File: src/rtl/vcin_pkg.sv
package vcin_pkg;
    localparam int FLIT_W  = 32;
    localparam int VC_FW   = 2;
    localparam int PORT_W  = 3;
    localparam int COORD_W = 3;
    localparam int ENTRY_W = FLIT_W + PORT_W;

    // field positions inside a flit
    localparam int KIND_LO = 30;
    localparam int VC_LO   = 28;
    localparam int PORT_LO = 25;
    localparam int DX_LO   = 22;
    localparam int DY_LO   = 19;

    typedef enum logic [1:0] {
        FT_HEAD   = 2'b00,
        FT_BODY   = 2'b01,
        FT_TAIL   = 2'b10,
        FT_SINGLE = 2'b11
    } flit_kind_e;

    typedef enum logic [2:0] {
        P_LOCAL = 3'd0,
        P_NORTH = 3'd1,
        P_EAST  = 3'd2,
        P_SOUTH = 3'd3,
        P_WEST  = 3'd4
    } port_e;

    typedef enum logic {
        VC_IDLE   = 1'b0,
        VC_ACTIVE = 1'b1
    } vc_state_e;
endpackage

File: src/rtl/la_route.sv
module la_route
    import vcin_pkg::*;
#(
    parameter int MY_X = 2,
    parameter int MY_Y = 2
) (
    input  logic [PORT_W-1:0]  cur_port,
    input  logic [COORD_W-1:0] dst_x,
    input  logic [COORD_W-1:0] dst_y,
    output logic [PORT_W-1:0]  nxt_port
);
    localparam int CW1 = COORD_W + 1;

    logic [CW1-1:0] nx, ny, dx, dy;

    always_comb begin
        nx = CW1'(MY_X);
        ny = CW1'(MY_Y);
        case (cur_port)
            P_EAST:  nx = nx + CW1'(1);
            P_WEST:  nx = nx - CW1'(1);
            P_NORTH: ny = ny + CW1'(1);
            P_SOUTH: ny = ny - CW1'(1);
            default: ;
        endcase
        dx = {1'b0, dst_x};
        dy = {1'b0, dst_y};
        if (cur_port == P_LOCAL) nxt_port = P_LOCAL;
        else if (dx > nx)        nxt_port = P_EAST;
        else if (dx < nx)        nxt_port = P_WEST;
        else if (dy > ny)        nxt_port = P_NORTH;
        else if (dy < ny)        nxt_port = P_SOUTH;
        else                     nxt_port = P_LOCAL;
    end
endmodule

File: src/rtl/vc_fifo.sv
module vc_fifo #(
    parameter int DEPTH = 4,
    parameter int W     = 35
) (
    input  logic         clk,
    input  logic         rst_n,
    input  logic         wr_en,
    input  logic [W-1:0] wr_data,
    input  logic         rd_en,
    output logic [W-1:0] rd_data,
    output logic         empty,
    output logic         full
);
    localparam int AW = (DEPTH > 1) ? $clog2(DEPTH) : 1;
    localparam int CW = $clog2(DEPTH + 1);

    logic [W-1:0]  mem [DEPTH];
    logic [AW-1:0] wp, rp;
    logic [CW-1:0] cnt;

    always_ff @(posedge clk) begin
        if (wr_en) mem[wp] <= wr_data;
    end

    always_ff @(posedge clk) begin
        if (!rst_n) begin
            wp  <= '0;
            rp  <= '0;
            cnt <= '0;
        end else begin
            if (wr_en) wp <= (wp == AW'(DEPTH - 1)) ? '0 : wp + AW'(1);
            if (rd_en) rp <= (rp == AW'(DEPTH - 1)) ? '0 : rp + AW'(1);
            case ({wr_en, rd_en})
                2'b10:   cnt <= cnt + CW'(1);
                2'b01:   cnt <= cnt - CW'(1);
                default: ;
            endcase
        end
    end

    assign rd_data = mem[rp];
    assign empty   = (cnt == '0);
    assign full    = (cnt == CW'(DEPTH));
endmodule

File: src/rtl/vc_state.sv
module vc_state
    import vcin_pkg::*;
(
    input  logic clk,
    input  logic rst_n,
    input  logic open_i,
    input  logic close_i,
    output logic active_o
);
    vc_state_e st, st_nxt;

    always_ff @(posedge clk) begin
        if (!rst_n) st <= VC_IDLE;
        else        st <= st_nxt;
    end

    always_comb begin
        st_nxt = st;
        unique case (st)
            VC_IDLE:   if (open_i)              st_nxt = VC_ACTIVE; // T_OPEN
            VC_ACTIVE: if (close_i && !open_i)  st_nxt = VC_IDLE;   // T_CLOSE
        endcase
    end

    always_comb active_o = (st == VC_ACTIVE);
endmodule

File: src/rtl/vc_input_unit.sv
module vc_input_unit
    import vcin_pkg::*;
#(
    parameter int NUM_VC     = 4,
    parameter int FIFO_DEPTH = 4,
    parameter int MY_X       = 2,
    parameter int MY_Y       = 2
) (
    input  logic                     clk,
    input  logic                     rst_n,
    input  logic                     in_valid,
    input  logic [31:0]              in_flit,
    input  logic [NUM_VC-1:0]        deq_req,
    output logic [NUM_VC-1:0]        out_valid,
    output logic [NUM_VC*32-1:0]     out_flit,
    output logic [NUM_VC*3-1:0]      out_port,
    output logic [NUM_VC-1:0]        vc_active,
    output logic                     credit_valid,
    output logic [1:0]               credit_vc,
    output logic                     overflow_err
);
    flit_kind_e          in_kind;
    logic [VC_FW-1:0]    in_vc;
    logic                in_is_head;
    logic [PORT_W-1:0]   la_port;
    logic [FLIT_W-1:0]   wr_flit;
    logic [NUM_VC-1:0]   full, empty, grant, ovf_hit;
    logic [VC_FW-1:0]    gvc;

    assign in_kind    = flit_kind_e'(in_flit[KIND_LO +: 2]);
    assign in_vc      = in_flit[VC_LO +: VC_FW];
    assign in_is_head = (in_kind == FT_HEAD) || (in_kind == FT_SINGLE);

    la_route #(.MY_X(MY_X), .MY_Y(MY_Y)) u_la (
        .cur_port (in_flit[PORT_LO +: PORT_W]),
        .dst_x    (in_flit[DX_LO +: COORD_W]),
        .dst_y    (in_flit[DY_LO +: COORD_W]),
        .nxt_port (la_port)
    );

    assign wr_flit = in_is_head
        ? {in_flit[31:PORT_LO+PORT_W], la_port, in_flit[PORT_LO-1:0]}
        : in_flit;

    // lowest-index requesting channel that holds a flit wins
    always_comb begin
        grant = '0;
        gvc   = '0;
        for (int v = NUM_VC - 1; v >= 0; v--) begin
            if (deq_req[v] && !empty[v]) begin
                grant = NUM_VC'(1) << v;
                gvc   = VC_FW'(v);
            end
        end
    end

    for (genvar v = 0; v < NUM_VC; v++) begin : g_vc
        logic               sel, wr_ok, open_c, close_c;
        logic [PORT_W-1:0]  route_q, entry_port;
        logic [ENTRY_W-1:0] rd_e;
        flit_kind_e         rd_kind;

        assign sel        = in_valid && (in_vc == VC_FW'(v));
        assign wr_ok      = sel && !full[v];
        assign ovf_hit[v] = sel && full[v];
        assign entry_port = in_is_head ? in_flit[PORT_LO +: PORT_W] : route_q;

        always_ff @(posedge clk) begin
            if (!rst_n)                   route_q <= P_LOCAL;
            else if (wr_ok && in_is_head) route_q <= in_flit[PORT_LO +: PORT_W];
        end

        vc_fifo #(.DEPTH(FIFO_DEPTH), .W(ENTRY_W)) u_fifo (
            .clk     (clk),
            .rst_n   (rst_n),
            .wr_en   (wr_ok),
            .wr_data ({entry_port, wr_flit}),
            .rd_en   (grant[v]),
            .rd_data (rd_e),
            .empty   (empty[v]),
            .full    (full[v])
        );

        assign rd_kind = flit_kind_e'(rd_e[KIND_LO +: 2]);
        assign open_c  = wr_ok && in_is_head;
        assign close_c = grant[v] && ((rd_kind == FT_TAIL) || (rd_kind == FT_SINGLE));

        vc_state u_st (
            .clk      (clk),
            .rst_n    (rst_n),
            .open_i   (open_c),
            .close_i  (close_c),
            .active_o (vc_active[v])
        );

        assign out_valid[v]         = !empty[v];
        assign out_flit[v*32 +: 32] = rd_e[FLIT_W-1:0];
        assign out_port[v*3 +: 3]   = rd_e[ENTRY_W-1:FLIT_W];
    end

    always_ff @(posedge clk) begin
        if (!rst_n) begin
            credit_valid <= 1'b0;
            credit_vc    <= '0;
            overflow_err <= 1'b0;
        end else begin
            credit_valid <= |grant;
            credit_vc    <= gvc;
            if (|ovf_hit) overflow_err <= 1'b1;
        end
    end
endmodule

File: config.mk
export PLATFORM = sky130hd
export DESIGN_NAME = vc_input_unit
export DESIGN_NICKNAME = d
export VERILOG_FILES = /design/src/rtl/vcin_pkg.sv /design/src/rtl/la_route.sv /design/src/rtl/vc_fifo.sv /design/src/rtl/vc_state.sv /design/src/rtl/vc_input_unit.sv
export SDC_FILE = /design/constraint.sdc
export NUM_CORES = 1
export LEC_CHECK = 0
export BUFFER_PORTS_ARGS = -buffer_cell sky130_fd_sc_hd__buf_2
export CORE_ASPECT_RATIO = 0.5
export CORE_UTILIZATION = 35
export CTS_CLUSTER_SIZE = 25
export DETAILED_ROUTE_END_ITERATION = 6
export SYNTH_ARGS = -nofsm -noshare
export SYNTH_HDL_FRONTEND = slang
export SYNTH_SLANG_ARGS = --single-unit
export TNS_END_PERCENT = 1
File: constraint.sdc
create_clock -name clk -period 2.5 [get_ports clk]
set_input_delay 0.125 -clock clk [delete_from_list [all_inputs] [get_ports clk]]
set_output_delay 0.125 -clock clk [all_outputs]
set_load 0.01 [all_outputs]
## Word-level counts from Yosys, hierarchy flattened

Memories as Yosys holds them, arrays and structs flattened. A register that Yosys moved wholly into a read port is not among the register bits.
Cells that the tools add are included.

- Latch bits: 0
- ROM bits: 0
- Input bits: 39
- Output and inout bits: 152
- Flip-flop bits (word level): 48
- Memory bits (writable): 560
- Memories kept: 4

- Shifts and indexed selects: 0
- Order comparisons: 4
- Divide/modulo/power cells: 0
- Reductions and logical operators: 60
- Add/subtract/negate cells: 16
- Bitwise logic cells: 5
- Multiply operators: 0
- Mux-type cells: 59
- Equal/unequal tests: 36

Memory list:

| name | depth | bits a word | rd ports | clocked after Yosys merged registers in | wr ports | RTL line | text |
|---|---|---|---|---|---|---|---|
| g_vc[0].u_fifo.mem | 4 | 35 | 1 | 1 | 1 | vc_fifo.sv:17 | `logic [W-1:0] mem [DEPTH];` |
| g_vc[1].u_fifo.mem | 4 | 35 | 1 | 1 | 1 | vc_fifo.sv:17 |  |
| g_vc[2].u_fifo.mem | 4 | 35 | 1 | 1 | 1 | vc_fifo.sv:17 |  |
| g_vc[3].u_fifo.mem | 4 | 35 | 1 | 1 | 1 | vc_fifo.sv:17 |  |

Operator list:

| operator | number |
|---|---|
| 2-bit equality test, second input constant | 23 |
| 2-bit two-way mux | 19 |
| 1-bit logical AND | 28 |
| 28-bit two-way mux | 1 |
| 3-bit two-way mux | 8 |
| 3-bit one-hot mux with 2 select lines | 4 |
| 1-bit two-way mux | 17 |
| 2-bit by 1-bit adder with 2-bit output, second input constant | 8 |
| 4-bit two-way mux | 4 |
| 3-bit equality test, second input constant | 5 |
| 3-bit logical NOT | 5 |
| 3-bit by 1-bit adder with 3-bit output, second input constant | 4 |
| 1-bit logical NOT | 12 |
| 3-bit by 1-bit subtractor with 3-bit output, second input constant | 4 |
| 2-bit by 1-bit equality test with 1-bit output, second input constant | 5 |
| 1-bit one-hot mux with 2 select lines | 4 |
| 2-bit one-hot mux with 2 select lines | 2 |
| 2-bit nonzero test | 4 |
| 4-bit OR reduction | 2 |
| 3-bit by 2-bit equality test with 1-bit output, second input constant | 2 |
| 3-bit by 2-bit greater-than comparator with 1-bit output | 2 |
| 3-bit by 2-bit less-than comparator with 1-bit output | 2 |
| 1-bit logical OR | 5 |
| 1-bit NOT | 5 |
| 4 further kinds | 5 |

## Depth between registers and ports, before layout

- Depth after elaboration: 11
- Gate-level depth with buffers: 10
- Gate-level depth less buffers: 9

## Cells and area by module

Synthesis repeated with hierarchy kept, for this count alone.

- Cell total of the unflattened synthesis: 1,086
- Area, all modules: 23,522.6 sq um

Modules (own cells, without submodules):

| module | times used | area each (sq um) | seq. area each (sq um) | cells each |
|---|---|---|---|---|
| vc_fifo | 4 | 5,566.6 | 4,384.2 | 230 |
| vc_input_unit | 1 | 912.1 | 320.3 | 129 |
| la_route | 1 | 178.9 | 0.0 | 25 |
| vc_state | 4 | 41.3 | 20.0 | 3 |

## Worst setup path before layout

Ideal clock, no wire load.

- Kind: input -> register
- From: input port in_flit[26]
- To: memory g_vc[0].u_fifo.mem[0][25], data pin
- Setup slack: -183 ps
- Data required time: 2,108 ps
- Path buffers: 1
- Cell stages on the path: 7
- Arrival time: 2,291 ps
- Cell sequence: clkbuf_1 nor2_1 and2_1 ha_1 nor2b_1 o31ai_1 o41ai_1

- Cells in the longest elaborated chain, start to end: 9

Ends and longest elaborated chain:

| element | RTL line | text |
|---|---|---|
| from (decl) | vc_input_unit.sv:12 | `input logic [31:0] in_flit,` |
| 3-bit by 2-bit equality test with 1-bit output / 3-bit by 1-bit equality test with 1-bit output (equally long branches) | la_route.sv:19 | `case (cur_port)` |
| 2-bit one-hot mux with 2 select lines | la_route.sv:19 |  |
| 3-bit by 2-bit less-than comparator with 1-bit output | la_route.sv:32 | `else if (dy < ny) nxt_port = P_SOUTH;` |
| 2-bit two-way mux | la_route.sv:32 |  |
| 3-bit two-way mux | la_route.sv:31 | `else if (dy > ny) nxt_port = P_NORTH;` |
| 3-bit two-way mux | la_route.sv:30 | `else if (dx < nx) nxt_port = P_WEST;` |
| 3-bit two-way mux | la_route.sv:29 | `else if (dx > nx) nxt_port = P_EAST;` |
| 3-bit two-way mux * | la_route.sv:28 | `if (cur_port == P_LOCAL) nxt_port = P_LOCAL;` |
| 28-bit two-way mux * | vc_input_unit.sv:42 | `? {in_flit[31:PORT_LO+PORT_W], la_port, in_flit[PORT_LO-1:0]}` |
| net g_vc[0].u_fifo.wr_data[25] | vc_fifo.sv:8 | `input logic [W-1:0] wr_data,` |
| to (decl) | vc_fifo.sv:17 |  |

The timed path passes the listed nets; every way through them passes the cells marked *.

## Final worst setup path

- From: register g_vc[0].u_fifo.cnt[2]
- To: register g_vc[1].u_fifo.cnt[2]

- Cells in the longest elaborated chain, start to end: 6

Ends and longest elaborated chain:

| element | RTL line | text |
|---|---|---|
| from (decl) | vc_fifo.sv:19 | `logic [CW-1:0] cnt;` |
| from (signal assigned) | vc_fifo.sv:34 | `2'b10: cnt <= cnt + CW'(1);` |
| from (signal assigned) | vc_fifo.sv:35 | `2'b01: cnt <= cnt - CW'(1);` |
| 3-bit logical NOT * | vc_fifo.sv:42 | `assign empty = (cnt == '0);` |
| 1-bit logical NOT * | vc_input_unit.sv:50 | `if (deq_req[v] && !empty[v]) begin` |
| 1-bit logical AND * | vc_input_unit.sv:50 |  |
| 4-bit two-way mux * | vc_input_unit.sv:50 |  |
| 2-bit by 1-bit equality test with 1-bit output / 2-bit equality test (equally long branches) | vc_fifo.sv:33 | `case ({wr_en, rd_en})` |
| 3-bit one-hot mux with 2 select lines / 2-bit nonzero test (equally long branches) | - |  |
| to (signal assigned) | vc_fifo.sv:34 |  |
| to (signal assigned) | vc_fifo.sv:35 |  |
| to (decl) | vc_fifo.sv:19 |  |

Every way passes the cells marked *; elsewhere a longest branch is shown, timed or not.
A chain may end at the register's enable or synchronous reset.

==> qor.txt <==
TritonCTS Buffers - 57
Drt pass-1 iters - 5
Hold-critical path endpoint - credit_vc[1]
Pwr dens - 832.0 nW/um^2
Mapped Cells - 1090
Pre-CTS setup slack - 0.09316 ns
DRC Markers - 0
IO Port Bufs - 190
Starting Density - 0.3563
Initial antenna violation count - 0
H-Tree Depth - 2
Mean Syn Cell Area - 21.35 sq um
First-pass GRT wire length - 78520 um
Hold path start - deq_req[0]
Share of post-route cells with drive strength above 1 - 0.3501
Worst setup SP type - register
Status - complete, no violations
Syn_nets - 1161
CTS max path bufs - 3
Cell Area, Placed - 25850 sq um
Worst VDD drop - 0.4759 mV
Via count - 11470
Io pins - 191
Setup slack, reg-to-reg - 0.1 ns
Ys flop type - edfxtp_1
DRT iter0 DRCs - 943
CTS tree - done
Hold path depth - 4
FF-to-FF Start - g_vc[0].u_fifo.cnt[2]
Global router's overall resource usage - 0.1581
Final ANT Viol Nets - 0
Global route overflow - 0
Yosys synthesis warning count - 0
Final WL - 53700 um
Finished Layout Cells - 2312
Root buf cell - clkbuf_16
Placed Cells - 2170
Critical Path AT - 2.92 ns
Library cells used by synthesis - 43
Final hold vios - 0
Lkg Pwr - 9.135 nW
Final-stage net count - 1452
Setup Crit Path Kind - reg -> reg
Clk slew on worst S/H paths - 0.06 ns
ANT cells - 0
Die Y-Extent - 184.3 um
Reg-to-Reg End - g_vc[1].u_fifo.cnt[2]
Max cap viols - 0
Worst slew pin tran - 0.8651 ns
GP Congestion - 0.7577
Crit path capture type - register
Core Region - 65320 sq um
# fillers - 5594
Row Count - 66
Worst-skew pair later-pin latency - 0.61 ns
Setup-failing EPs final - 0
Max Freq - 0.4163 GHz
Tcrit/Tclk final - 0.9608
Setup slack after layout - 0.09795 ns
Async set-reset flop share out of synthesis - 0
CTS sink cnt - 616
Chip Width - 366.7 um
Final Util - 0.4277
Vias in the first global route - 12250
Seq cells post-synth - 616
DR WL/cell - 23.23 um
Die area - 67590 sq um
EDFF count, synth - 560
Rel. slew slack - 0.4233
Hpwl dp - 32800 um
Design Area, Final - 27940 sq um
Power Total - 23.25 mW
Area delta synth->final - 20.06%
Fin. max-slew vios - 0
Vias/cell - 4.961
Postcts setup bufs - 0
Mapped Area - 23270 sq um
Worst R2R Path Depth - 10
Max Clock Skew - 0.01389 ns
Sequential fraction of the synthesis area - 0.7708
RSZ-0062 raised after global routing - true
CP max FO - 6
Tmin final - 2.402 ns
Req. time, crit path - 3.02 ns
Largest net degree at the start of global routing - 53
Hold Path Class - in -> reg
critical path, stage by stage, from the launching register on:
cell and delay, ns:
dfxtp_1 0.36, o31ai_4 0.29, buf_6 0.15, inv_1 0.10, nor2_2 0.16, ha_2 0.20, inv_1 0.06, fa_1 0.37
xor2_1 0.17, or3_1 0.30, a21boi_0 0.17
through the flow:
step	setup TNS [ns]	hold WS [ns]
after floorplan	0	0.2239
after global placement	0	0.4503
after detailed placement	0	0.4552
after CTS	0	0.01659
after global routing	-0.05220	0.02526
final	0	0.01849
power breakdown:
part | switching, mW | internal (mW)
sequential | 0.176 | 11.5
clock | 3.64 | 4.35
combinational | 1.90 | 1.68
layout by cell type, fill, tap and decap left out, types with 6 or more instances in the layout:
cell type      instances
a21boi_0               6
a21oi_1                6
and2_1                10
and2_2                16
buf_12                24
buf_2                190
buf_4                 28
clkbuf_1              20
clkbuf_16             58
clkinv_1               7
clkinv_2              10
dfxtp_1               47
dfxtp_2                9
dlygate4sd3_1         36
edfxtp_1             560
ha_1                  27
inv_1                 27
mux2i_1               25
mux4_2               140
nand2_1               52
nor2_1                16
nor2b_1               26
o21ai_0               15
or3_1                  8
xnor2_1                6
state kept, by name (all words and copies together) (netlist names), named ones only:
register	cells
g_vc.u_fifo.wp	8
g_vc.u_fifo.rp	8
overflow_err	1
credit_vc	2
g_vc.u_fifo.mem	560
g_vc.u_fifo.cnt	12
credit_valid	1
g_vc.route_q	12
g_vc.u_st.active_o	4
repair_timing:
| item | CTS | global route |
|---|---|---|
| hold buffers | 36 | 0 |
| setup endpoints to repair | 0 | 3 |
| endpoints found under the hold margin | 432 | 0 |
| gates resized for setup | 0 | 6 |
how the worst max path moves through the flow:
stage / from / to / depth (start not counted)
after floorplan: g_vc[1].u_fifo.cnt[0] / g_vc[3].u_fifo.cnt[2] / 9
after global placement: g_vc[0].u_fifo.cnt[2] / g_vc[1].u_fifo.cnt[2] / 10
after detailed placement: g_vc[0].u_fifo.cnt[0] / g_vc[1].u_fifo.cnt[2] / 10
after CTS: register / out_flit[71] / 3
after global routing: g_vc[0].u_fifo.cnt[2] / g_vc[1].u_fifo.cnt[2] / 10
final: g_vc[0].u_fifo.cnt[2] / g_vc[1].u_fifo.cnt[2] / 10
cells by family (layout without fill, tap and decap cells):
family | count (synthesis) | after routing | synth area share
mux | 165 | 165 | 0.1462
flops | 616 | 616 | 0.7708
xor+xnor | 11 | 11 | 0.004463
buf+inv | 74 | 412 | 0.01355
fa+ha+maj | 32 | 32 | 0.01850
compound gates | 43 | 43 | 0.01280
simple gates | 149 | 149 | 0.03366
layout make-up:
cell class / instances / area, sq um / share of cell area
clock buffer: 80 / 1554 / 0.05562
multi-input combinational: 400 / 5059 / 0.1811
clock inverter: 26 / 157.7 / 0.005643
timing repair buffer: 279 / 2013 / 0.07206
sequential: 616 / 17950 / 0.6424
inverter: 27 / 101.3 / 0.003627
tap: 884 / 1106 / 0.03959
layer usage:
layer	up-vias	track usage	part of all wire
met4	0	0.04385	0.018
li1	4991	-	-
met3	68	0.01895	0.032
met1	6191	0.1915	0.40
met5	-	0	0
met2	219	0.2974	0.55
cell usage after synthesis, types with 2 or more instances:
cell type | count | area share
edfxtp_1 | 560 | 0.72
ha_1 | 28 | 0.015
nand3b_1 | 2 | 0.00065
a21oi_1 | 6 | 0.0013
nand2_1 | 52 | 0.0084
and2_1 | 26 | 0.0070
mux4_2 | 140 | 0.14
nand3_1 | 2 | 0.00043
nand2b_1 | 2 | 0.00054
a211oi_2 | 2 | 0.0011
mux2i_1 | 25 | 0.011
or3_1 | 8 | 0.0022
buf_1 | 4 | 0.00065
nor2_1 | 18 | 0.0029
o21ai_0 | 15 | 0.0032
dfxtp_1 | 56 | 0.048
nor3b_1 | 2 | 0.00065
nor2b_1 | 26 | 0.0070
nor3_2 | 2 | 0.00086
clkbuf_1 | 21 | 0.0034
buf_2 | 18 | 0.0039
inv_1 | 27 | 0.0044
fa_1 | 4 | 0.0034
buf_4 | 4 | 0.0013
nor3_1 | 4 | 0.00086
a31oi_1 | 3 | 0.00081
a21boi_0 | 6 | 0.0019
xnor2_1 | 6 | 0.0023
o21a_1 | 3 | 0.00097
o31ai_1 | 2 | 0.00065
xor2_1 | 4 | 0.0015
No activity file was read; power rests on OpenSTA's default activity.
